## src/rtl/pgpc_pkg.sv

```systemverilog
package pgpc_pkg;

  localparam int PC_W   = 11;  // full counter width (page bit on top)
  localparam int PAGE_W = 10;  // in-page word offset width
  localparam int LOW_W  = 8;   // reach of computed redirects

  typedef enum logic [2:0] {
    CMD_STEP  = 3'd0,
    CMD_JUMP  = 3'd1,
    CMD_CALL  = 3'd2,
    CMD_RET   = 3'd3,
    CMD_ADD   = 3'd4,
    CMD_MOVE  = 3'd5,
    CMD_WRITE = 3'd6,
    CMD_SPARE = 3'd7
  } pgpc_cmd_e;

  // Sequential successor, wrapping within PC_W bits.
  function automatic logic [PC_W-1:0] f_step(input logic [PC_W-1:0] pc);
    return pc + PC_W'(1);
  endfunction

  // Far target for jump and call: page bit plus in-page immediate.
  function automatic logic [PC_W-1:0] f_far(input logic ps,
                                            input logic [PAGE_W-1:0] off);
    return {ps, off};
  endfunction

  // Computed target: page bit, cleared middle bits, new low byte.
  function automatic logic [PC_W-1:0] f_near(input logic ps,
                                             input logic [LOW_W-1:0] low);
    logic [PC_W-1:0] r;
    r = '0;
    r[PC_W-1] = ps;
    r[LOW_W-1:0] = low;
    return r;
  endfunction

  // Low byte sum for the add command; carry out is dropped.
  function automatic logic [LOW_W-1:0] f_add_low(input logic [LOW_W-1:0] pc_low,
                                                 input logic [LOW_W-1:0] a);
    return pc_low + a;
  endfunction

endpackage

```

## src/rtl/pgpc_stack.sv

```systemverilog
module pgpc_stack
  import pgpc_pkg::*;
#(
  parameter int DEPTH = 8
) (
  input  logic            clk,
  input  logic            rst_n,
  input  logic            push,
  input  logic            pop,
  input  logic [PC_W-1:0] push_val,
  output logic [PC_W-1:0] top_val
);

  localparam int SP_W = (DEPTH > 1) ? $clog2(DEPTH) : 1;

  logic [PC_W-1:0] slot_q [DEPTH];
  logic [SP_W-1:0] sp_q;     // next free slot
  logic [SP_W-1:0] sp_top;   // most recent entry

  assign sp_top  = sp_q - SP_W'(1);
  assign top_val = slot_q[sp_top];

  always_ff @(posedge clk or negedge rst_n) begin
    if (!rst_n) begin
      sp_q <= '0;
      for (int i = 0; i < DEPTH; i++) slot_q[i] <= '0;
    end else if (push) begin
      slot_q[sp_q] <= push_val;
      sp_q         <= sp_q + SP_W'(1);
    end else if (pop) begin
      sp_q <= sp_top;
    end
  end

endmodule

```

## src/rtl/pgpc_next.sv

```systemverilog
module pgpc_next
  import pgpc_pkg::*;
(
  input  logic              stall_q,
  input  logic [PC_W-1:0]   pc_q,
  input  logic [2:0]        cmd,
  input  logic [PAGE_W-1:0] imm,
  input  logic [LOW_W-1:0]  data,
  input  logic              page_sel,
  input  logic [PC_W-1:0]   stack_top,
  output logic [PC_W-1:0]   pc_d,
  output logic [PC_W-1:0]   link_addr,
  output logic              push,
  output logic              pop,
  output logic              redirect
);

  pgpc_cmd_e op;
  assign op        = pgpc_cmd_e'(cmd);
  assign link_addr = f_step(pc_q);

  always_comb begin
    pc_d     = pc_q;
    push     = 1'b0;
    pop      = 1'b0;
    redirect = 1'b0;
    if (!stall_q) begin
      case (op)
        CMD_JUMP: begin
          pc_d     = f_far(page_sel, imm);
          redirect = 1'b1;
        end
        CMD_CALL: begin
          pc_d     = f_far(page_sel, imm);
          push     = 1'b1;
          redirect = 1'b1;
        end
        CMD_RET: begin
          pc_d     = stack_top;
          pop      = 1'b1;
          redirect = 1'b1;
        end
        CMD_ADD: begin
          pc_d     = f_near(page_sel, f_add_low(pc_q[LOW_W-1:0], data));
          redirect = 1'b1;
        end
        CMD_MOVE, CMD_WRITE: begin
          pc_d     = f_near(page_sel, data);
          redirect = 1'b1;
        end
        default: pc_d = link_addr;
      endcase
    end
  end

endmodule

```

## src/rtl/pgpc_unit.sv

```systemverilog
module pgpc_unit
  import pgpc_pkg::*;
#(
  parameter int STACK_DEPTH = 8
) (
  input  logic              clk,
  input  logic              rst_n,
  input  logic [2:0]        cmd,
  input  logic [PAGE_W-1:0] imm,
  input  logic [LOW_W-1:0]  data,
  input  logic              page_sel,
  output logic [PC_W-1:0]   fetch_addr,
  output logic              stall
);

  logic [PC_W-1:0] pc_q;
  logic [PC_W-1:0] pc_d;
  logic [PC_W-1:0] link_addr;
  logic [PC_W-1:0] stack_top;
  logic            stall_q;
  logic            push;
  logic            pop;
  logic            redirect;  // accepted command changes the PC this edge

  pgpc_next u_next (
    .stall_q   (stall_q),
    .pc_q      (pc_q),
    .cmd       (cmd),
    .imm       (imm),
    .data      (data),
    .page_sel  (page_sel),
    .stack_top (stack_top),
    .pc_d      (pc_d),
    .link_addr (link_addr),
    .push      (push),
    .pop       (pop),
    .redirect  (redirect)
  );

  pgpc_stack #(.DEPTH(STACK_DEPTH)) u_stack (
    .clk      (clk),
    .rst_n    (rst_n),
    .push     (push),
    .pop      (pop),
    .push_val (link_addr),
    .top_val  (stack_top)
  );

  always_ff @(posedge clk or negedge rst_n) begin
    if (!rst_n) begin
      pc_q    <= '0;
      stall_q <= 1'b0;
    end else begin
      pc_q    <= pc_d;
      stall_q <= redirect;
    end
  end

  assign fetch_addr = pc_q;
  assign stall      = stall_q;

endmodule

```

## config.mk

```make
export PLATFORM = sky130hd
export DESIGN_NAME = pgpc_unit
export DESIGN_NICKNAME = d
export VERILOG_FILES = /design/src/rtl/pgpc_pkg.sv /design/src/rtl/pgpc_stack.sv /design/src/rtl/pgpc_next.sv /design/src/rtl/pgpc_unit.sv
export SDC_FILE = /design/constraint.sdc
export NUM_CORES = 1
export LEC_CHECK = 0
export BUFFER_PORTS_ARGS = -buffer_cell sky130_fd_sc_hd__buf_2
export CAP_MARGIN = 20
export CORE_ASPECT_RATIO = 2
export CORE_UTILIZATION = 55
export DETAILED_ROUTE_END_ITERATION = 10
export GPL_TIMING_DRIVEN = 0
export PLACE_DENSITY = 0.73
export SLEW_MARGIN = 20
export SYNTH_ARGS = -nofsm -noshare
export SYNTH_HDL_FRONTEND = slang
export SYNTH_SLANG_ARGS = --single-unit
```

## constraint.sdc

```tcl
create_clock -name clk -period 3.2 [get_ports clk]
set_clock_uncertainty 0.2 [all_clocks]
set_input_delay 0.64 -clock clk [delete_from_list [all_inputs] [get_ports clk]]
set_output_delay 0.64 -clock clk [all_outputs]
set_load 0.01 [all_outputs]
```

======== Yosys cells after proc, flatten, opt, wreduce, memory -nomap -nowiden ========
Index checks and enable logic that the tools add are counted.
Widths: inputs -> output; s select.
word-level totals
  bits of input ports ..................... 24
  word-level logic and storage cells ...... 46
  output and inout bits ................... 12
  register bits after elaboration ......... 103
operators by class
  bitwise logic cells ..................... 2
  multiplexer cells ....................... 15
  reduce and logical (&&, ||, !) cells .... 5
  equal/unequal tests ..................... 6
  $add $sub $neg .......................... 4
  order comparisons ....................... 3
operators by type and width
  kind                   number
  $bwmux 88              1
  $pmux 11 s4            1
  $bmux 11 s3            1
  $demux 11 s3           1
  $mux 11                3
  $add 11x1->11 const B  1
  $eq 3x3->1 const B     3
  $add 8x8->8            1
  $ge 4x4->1 const B     2
  $not 3->4              2
  $eq 3x2->1 const B     2
  $mux 1                 6
  $mux 3                 2
  $reduce_or 6->1        1
  $lt 4x1->1 const B     1
  $reduce_or 2->1        2
  $add 3x1->3 const B    1
  $eq 3x1->1 const B     1
  $sub 3x1->3 const B    1
  $reduce_bool 2->1      1
  $logic_and 1x1->1      1

======== Logic depth before layout (Yosys ltp) ========
Gate-level depths: netlist of run 1.
  depth in word-level cells ............... 6
  gate-level depth with buffers ........... 9
  depth with buffers taken out ............ 7

======== Modules after synthesis ========
A second synthesis of run 1 with hierarchy kept.
unflattened totals
  cells, all modules ...................... 508
  area, all modules ....................... 5,874.4 um^2
modules (own cells, without submodules)
  module      instances  area an instance (um^2)  cells an instance  sequential area each (um^2)
  pgpc_stack  1          4,365.4                  328                2,277.2
  pgpc_next   1          1,208.7                  168                0.0
  pgpc_unit   1          300.3                    12                 300.3

======== Least setup slack after synthesis of run 1 ========
Ideal clock, no wire load.
  path type ............................... register to register
  start point ............................. reg u_stack.sp_q[0]
  end point ............................... reg pc_q[4], in the netlist fetch_addr[4]
  required time ........................... 2,866 ps
  path buffers ............................ 2
  stages on the path, launching flop included .. 10
  setup slack ............................. 628 ps
  library setup time ...................... 134 ps
  period minus slack after synthesis ...... 2,572 ps
  arrival ................................. 2,238 ps
  cell sequence ........................... dfrtp_1 > buf_4 > inv_1 > ha_1 > buf_1 > mux4_2 > mux2i_1 > nor2_1 > a2111oi_0 > a21oi_1
on the way
  word-level cells in the longest chain between the ends .. 6
RTL lines
  element                                      RTL line          text
  start: declaration                           pgpc_stack.sv:17  logic [SP_W-1:0] sp_q;
  start signal: assignment                     pgpc_stack.sv:29  sp_q <= sp_q + SP_W'(1);
  start signal: assignment                     pgpc_stack.sv:31  sp_q <= sp_top;
  $sub 3x1->3                                  pgpc_stack.sv:20  assign sp_top = sp_q - SP_W'(1);
  named net u_stack.sp_top[0]                  pgpc_stack.sv:18  logic [SP_W-1:0] sp_top;
  $not 3->4 (not written as such)              pgpc_stack.sv:21  assign top_val = slot_q[sp_top];
  $bmux 11 s3                                  pgpc_stack.sv:21
  $mux 11 (not written as such) (2 in series)  pgpc_stack.sv:21
  $pmux 11 s4                                  pgpc_next.sv:28   case (op)
  end signal: assignment                       pgpc_unit.sv:54   pc_q <= pc_d;
  end: declaration                             pgpc_unit.sv:16   logic [PC_W-1:0] pc_q;
The timed path passes the listed nets, and every way through them passes these cells. The select of a mux whose other input is x is not followed.
A chain may end at the register's enable or synchronous reset.

======== Worst setup path after layout of run 1 ========
Same ends and word-level chain as after synthesis.

==> impl_metrics.tcl, run 1 <==
set metrics [dict create \
    crit_family "buffers and inverters" \
    io_buffers 35 \
    final_cell_area_mm2 0.00617 \
    cts_num_sinks 103 \
    powerDensity_mw_per_mm2 921 \
    postCtsSetupBuffers 0 \
    cts_root_buf "clkbuf_16" \
    fmaxAchievable_mhz 345 \
    cp-end-kind "register" \
    setup_tns_ps 0 \
    crit_fanout 10 \
    register_area_mm2 0.00258 \
    placed_area_mm2 0.00584 \
    start_util 0.564 \
    wire_per_inst_um 20.5 \
    ctsResizeCount 1 \
    rows 51 \
    p_leak_uw 0.00281 \
    clockBufferDepth 2 \
    ir_drop_v 0.000448 \
    min_period_ps 2900 \
    slew_headroom 0.476 \
    dpl.cell_count 662 \
    maxCapViolations 0 \
    finalMaxSlewViolations 0 \
    die-area_mm2 0.0104 \
    gp_congestion 0.955 \
    gr-total-overflow 0 \
    synth-seq-cells 103 \
    hold_buffers 0 \
    ys_seq_area_frac 0.471 \
    critical_path_class "reg2reg" \
    holdWs_ps 12.3 \
    drive_above_1_share 0.228 \
    multi_input_area_mm2 0.00272 \
    post-route-period-util 0.906 \
    syn_to_final_growth_pct 12.9 \
    async_flop_share 1.00 \
    antenna_found_initial 0 \
    final_cells 677 \
    final-setup-viol-count 0 \
    vias 4143 \
    cp_data_required_time_ps 3210 \
    critPathMaxStageDelay_ps 400 \
    drt-vias-per-instance 6.12 \
    n_antenna_cell 0 \
    pin_count 36 \
    die_h_um 143 \
    numCtsBuffers 9 \
    clk_latency_ps 340 \
    crit_buf_inv 3 \
    place.detailed.hpwl_mm 10.4 \
    grt_pass1_wl_mm 21.9 \
    worst_slew_pin_slew_ps 776 \
    path_cells "buf_4, inv_1, ha_1, buf_2, mux4_2, mux2i_1, nor2_1, a2111oi_0, a21oi_1" \
    fillCellCount 796 \
    core_area_mm2 0.00970 \
    nNetsFinal 576 \
    grt_max_degree 62 \
    grtUsageTotal 0.290 \
    dieWidth_um 72.5 \
    synth.net_count 529 \
    drc 0 \
    hold_viol 0 \
    synth_edf_count 0 \
    ctsHtreeMaxLevel 3 \
    postLayoutSetupSlackWorst_ps 300 \
    drt_iter0_drc 254 \
    ys_warn_count 0 \
    drt-total-wl_mm 13.8 \
    synthFlopType "dfrtp_1" \
    status "finished, final reports clean" \
    cts_tree "yes" \
    grt_pass1_vias 4339 \
    hold_path_class "in2async" \
    ant_nets 0 \
    start_kind "register" \
    synthDistinctLibCells 50 \
    cp.arrival_ps 2910 \
    avgSynthCellArea_um2 11.1 \
    clk_pin_slew_ps 70 \
    drt_first_pass_iters 5 \
    dp_slack_ps -7.69 \
    synth_cells 494 \
    critPathSlowestCell "ha_1" \
    rsz0062_at_grt "no" \
    syn-cell-area_mm2 0.00547 \
]
## registers in the layout, summed over array words and instances (netlist names)
name,count
u_stack.sp_q,3
fetch_addr,11
u_stack.slot_q,88
stall,1
## metal layers
metal	GRT usage	vias to the layer above	routed length [um]
met2	0.497	144	7370
met4	0.221	0	955
met5	0	-	0
met3	0.0494	64	529
met1	0.309	2034	5000
li1	-	1901	-
## cells by family (layout without fill, tap and decap cells)
group | Yosys count | in the layout | share of synthesized area
AO/OA/AOI/OAI | 108 | 108 | 0.119
XOR/XNOR | 18 | 18 | 0.0288
adder cells (fa/ha/maj) | 16 | 16 | 0.0357
buffers and inverters | 40 | 91 | 0.0318
flip-flops | 103 | 103 | 0.471
multiplexers | 80 | 80 | 0.207
AND/OR/NAND/NOR | 129 | 129 | 0.105
## placed cells by master, fill, tap and decap left out, types with 9 or more instances in the layout
cell / count
dfrtp_1: 103
nand2_1: 53
buf_2: 45
o21ai_0: 44
nor2_1: 35
mux2_2: 34
mux4_2: 22
a21oi_1: 20
nand3_1: 14
clkbuf_1: 14
xnor2_1: 12
mux2_1: 12
mux2i_1: 12
o21ai_1: 10
ha_1: 10
inv_1: 9
clkbuf_16: 9
## path summary, 6_finish.rpt
path                       depth (start not counted)                  to          startpoint  slack (ps)
max                                                9       fetch_addr[4]     u_stack.sp_q[0]         300
min                                                1  u_stack.slot_q[74]               rst_n          10
max reg2reg                                        9       fetch_addr[4]     u_stack.sp_q[0]         300
min reg2reg                                        2  u_stack.slot_q[81]  u_stack.slot_q[81]         280
max in group asynchronous                          2  u_stack.slot_q[66]               rst_n        2140
min in group clk                                   2  u_stack.slot_q[81]  u_stack.slot_q[81]         280
## report_power, final
part / switching (uW) / leakage (uW) / total, uW / internal [uW]
clock: 471 / 0.000158 / 1200 / 727
sequential: 338 / 0.00134 / 2130 / 1790
combinational: 1260 / 0.00131 / 2350 / 1100
## per-stage QoR
step | util | total power [uW]
finish | 0.636 | 5680
global route | 0.636 | 6020
CTS | 0.636 | 5700
detailed placement | 0.602 | 4490
global placement | 0.599 | 4380
floorplan | - | 3760
## synthesized netlist by cell type, drive strengths merged, types with 3 or more instances
cell type / instances / area share
dfrtp: 103 / 0.47
o21ai: 54 / 0.049
nand2: 53 / 0.036
mux2: 46 / 0.095
nor2: 35 / 0.024
mux4: 22 / 0.091
a21oi: 20 / 0.018
buf: 16 / 0.015
clkbuf: 14 / 0.0096
nand3: 14 / 0.013
mux2i: 12 / 0.022
xnor2: 12 / 0.019
ha: 10 / 0.023
inv: 9 / 0.0062
a211oi: 6 / 0.0082
and3: 6 / 0.0069
xor2: 6 / 0.0096
maj3: 5 / 0.0092
nand4: 5 / 0.0057
o221ai: 5 / 0.0080
a21o: 4 / 0.0055
a221oi: 4 / 0.0064
nand2b: 3 / 0.0034
nor3: 3 / 0.0027
o221a: 3 / 0.0062
## worst reg2reg max path, delay by kind of cell (launching register included)
family / cells / cell delay, ps
flops: 1 / 370
simple gates: 1 / 60
mux: 2 / 550
fa+ha+maj: 1 / 400
buf+inv: 3 / 700
compound gates: 2 / 500
## final cells by class
| type | count | area share |
|---|---|---|
| timing repair buffer | 36 | 0.0338 |
| buffer | 30 | 0.0225 |
| clock buffer | 11 | 0.0409 |
| tap | 132 | 0.0268 |
| inverter | 10 | 0.00608 |
| multi-input combinational | 351 | 0.440 |
| clock inverter | 4 | 0.0124 |
| sequential | 103 | 0.418 |
(Power assumes the default switching activity.)
==> inputs of run 2 (changes only) <==
--- a/config.mk
+++ b/config.mk
@@ -8,10 +8,9 @@
 export BUFFER_PORTS_ARGS = -buffer_cell sky130_fd_sc_hd__buf_2
 export CAP_MARGIN = 20
 export CORE_ASPECT_RATIO = 2
-export CORE_UTILIZATION = 55
+export CORE_UTILIZATION = 35
 export DETAILED_ROUTE_END_ITERATION = 10
 export GPL_TIMING_DRIVEN = 0
-export PLACE_DENSITY = 0.73
 export SLEW_MARGIN = 20
 export SYNTH_ARGS = -nofsm -noshare
 export SYNTH_HDL_FRONTEND = slang
==> run 2 against run 1 <==
Count of clock-buffer cells in the layout shrank 1; critical endpoint is now fetch_addr[3]; non-clock buffer count rose by 1; setup slack got worse by 180 ps; register-to-register slack got worse by 180 ps; worst hold slack gained 270 ps.
==> impl_metrics.tcl, run 2 (same netlist as run 1, synthesis figures left out) <==
set metrics [dict create \
    postLayoutSetupSlackWorst_ps 116 \
    die-area_mm2 0.0162 \
    grt_max_degree 83 \
    finalMaxSlewViolations 0 \
    min-delay-start "u_stack.slot_q[28]" \
    final-setup-viol-count 0 \
    fmaxAchievable_mhz 324 \
    reg2reg_depth 9 \
    vias 4118 \
    clockBufferDepth 2 \
    antenna_found_initial 0 \
    min_period_ps 3080 \
    start_util 0.357 \
    reg2reg_from "u_stack.sp_q[0]" \
    hold_path_class "reg2reg" \
    slew_headroom 0.293 \
    r2r-end "fetch_addr[3]" \
    drt-vias-per-instance 5.53 \
    critical_path_class "reg2reg" \
    core_area_mm2 0.0153 \
    numCtsBuffers 9 \
    hold_depth 2 \
    ant_nets 0 \
    cts_root_buf "clkbuf_16" \
    p_leak_uw 0.00280 \
    powerDensity_mw_per_mm2 901 \
    drive_above_1_share 0.225 \
    maxCapViolations 0 \
    dieWidth_um 90.4 \
    cp-end-kind "register" \
    crit_fanout 10 \
    cts_num_sinks 103 \
    clk_latency_ps 350 \
    ir_drop_v 0.000260 \
    wire_per_inst_um 19.7 \
    die_h_um 179 \
    holdWs_ps 281 \
    cts_tree "yes" \
    hold_end "u_stack.slot_q[28]" \
    n_antenna_cell 0 \
    grt_pass1_vias 4362 \
    status "finished, final reports clean" \
    ctsHtreeMaxLevel 3 \
    cp_data_required_time_ps 3180 \
    regMostFlops "u_stack.slot_q" \
    pin_count 36 \
    final_common_cell "dfrtp_1" \
    postCtsSetupBuffers 0 \
    rsz0062_at_grt "no" \
    clk_pin_slew_ps 70 \
    drc 0 \
    hold_viol 0 \
    post-route-period-util 0.964 \
    layout_common_cells "dfrtp_1, nand2_1, buf_2" \
    r2r_slack_ps 120 \
    cp.arrival_ps 3070 \
    place.detailed.hpwl_mm 11.1 \
    grtUsageTotal 0.192 \
    nNetsFinal 577 \
    drt_iter0_drc 248 \
    drt_first_pass_iters 4 \
    drt-total-wl_mm 14.7 \
    grt_pass1_wl_mm 23.3 \
    rows 64 \
    gp_congestion 0.925 \
    largest_register_ffs 88 \
    syn_to_final_growth_pct 13.9 \
    start_kind "register" \
    io_buffers 35 \
    gr-total-overflow 0 \
    dp_slack_ps -148 \
    worst_slew_pin_slew_ps 1050 \
]
==> run 2: layout make-up <==
| cell class | instances | area [um^2] |
|---|---|---|
| Clock inverter | 5 | 60.1 |
| Timing Repair Buffer | 37 | 219 |
| Clock buffer | 10 | 229 |
| Multi-Input combinational cell | 351 | 2720 |
| Fill cell | 1486 | 9070 |
| Sequential cell | 103 | 2580 |
| Tap cell | 198 | 248 |
| Inverter | 10 | 37.5 |
| Buffer | 30 | 139 |
==> run 2: worst max path at each step <==
stage          cells after the start       startpoint       endpoint  slack (ps)
2_1_floorplan                      9  u_stack.sp_q[0]  fetch_addr[4]         630
3_3_place_gp                       9  u_stack.sp_q[0]  fetch_addr[3]        -120
3_5_place_dp                       9  u_stack.sp_q[0]  fetch_addr[3]        -150
4_1_cts                            9  u_stack.sp_q[0]  fetch_addr[3]         120
5_1_grt                            9  u_stack.sp_q[0]  fetch_addr[3]          40
6_report                           9  u_stack.sp_q[0]  fetch_addr[3]         120
==> run 2: repair_timing <==
item,CTS,global route
resized for setup,2,0
hold buffers,1,0
setup endpoints to repair,5,0
hold endpoints to repair,21,0
==> run 2: critical path, stage by stage (launching register included) <==
cell and delay (ps):
dfrtp_1 360, buf_4 240, inv_1 120, ha_1 450
buf_2 350, mux4_2 360, mux2i_1 320, nor2_1 80
nor4_1 350, a221oi_1 90
==> run 2: power breakdown <==
| part | switching [uW] | total (uW) | internal [uW] |
|---|---|---|---|
| logic | 1290 | 2400 | 1100 |
| registers | 338 | 2130 | 1790 |
| clock network | 477 | 1080 | 604 |
==> run 2: metrics by stage <==
step | power, uW | TNS (ps) | utilization | instance area [um^2] | cells
5_1_grt | 5940 | 0 | 0.407 | 6230 | 744
3_3_place_gp | 4440 | -142 | 0.385 | 5890 | 727
3_5_place_dp | 4560 | -330 | 0.387 | 5920 | 728
4_1_cts | 5650 | 0 | 0.407 | 6230 | 744
2_1_floorplan | 3760 | 0 | - | 5470 | 494
6_report | 5610 | 0 | 0.407 | 6230 | 744
==> run 2: metal layers <==
| layer | track usage | vias to the layer above | wire length (um) |
|---|---|---|---|
| met5 | 0 | - | 0 |
| met4 | 0.123 | 0 | 788 |
| met3 | 0.0195 | 36 | 464 |
| met2 | 0.376 | 110 | 8350 |
| met1 | 0.189 | 2074 | 5070 |
| li1 | - | 1898 | - |
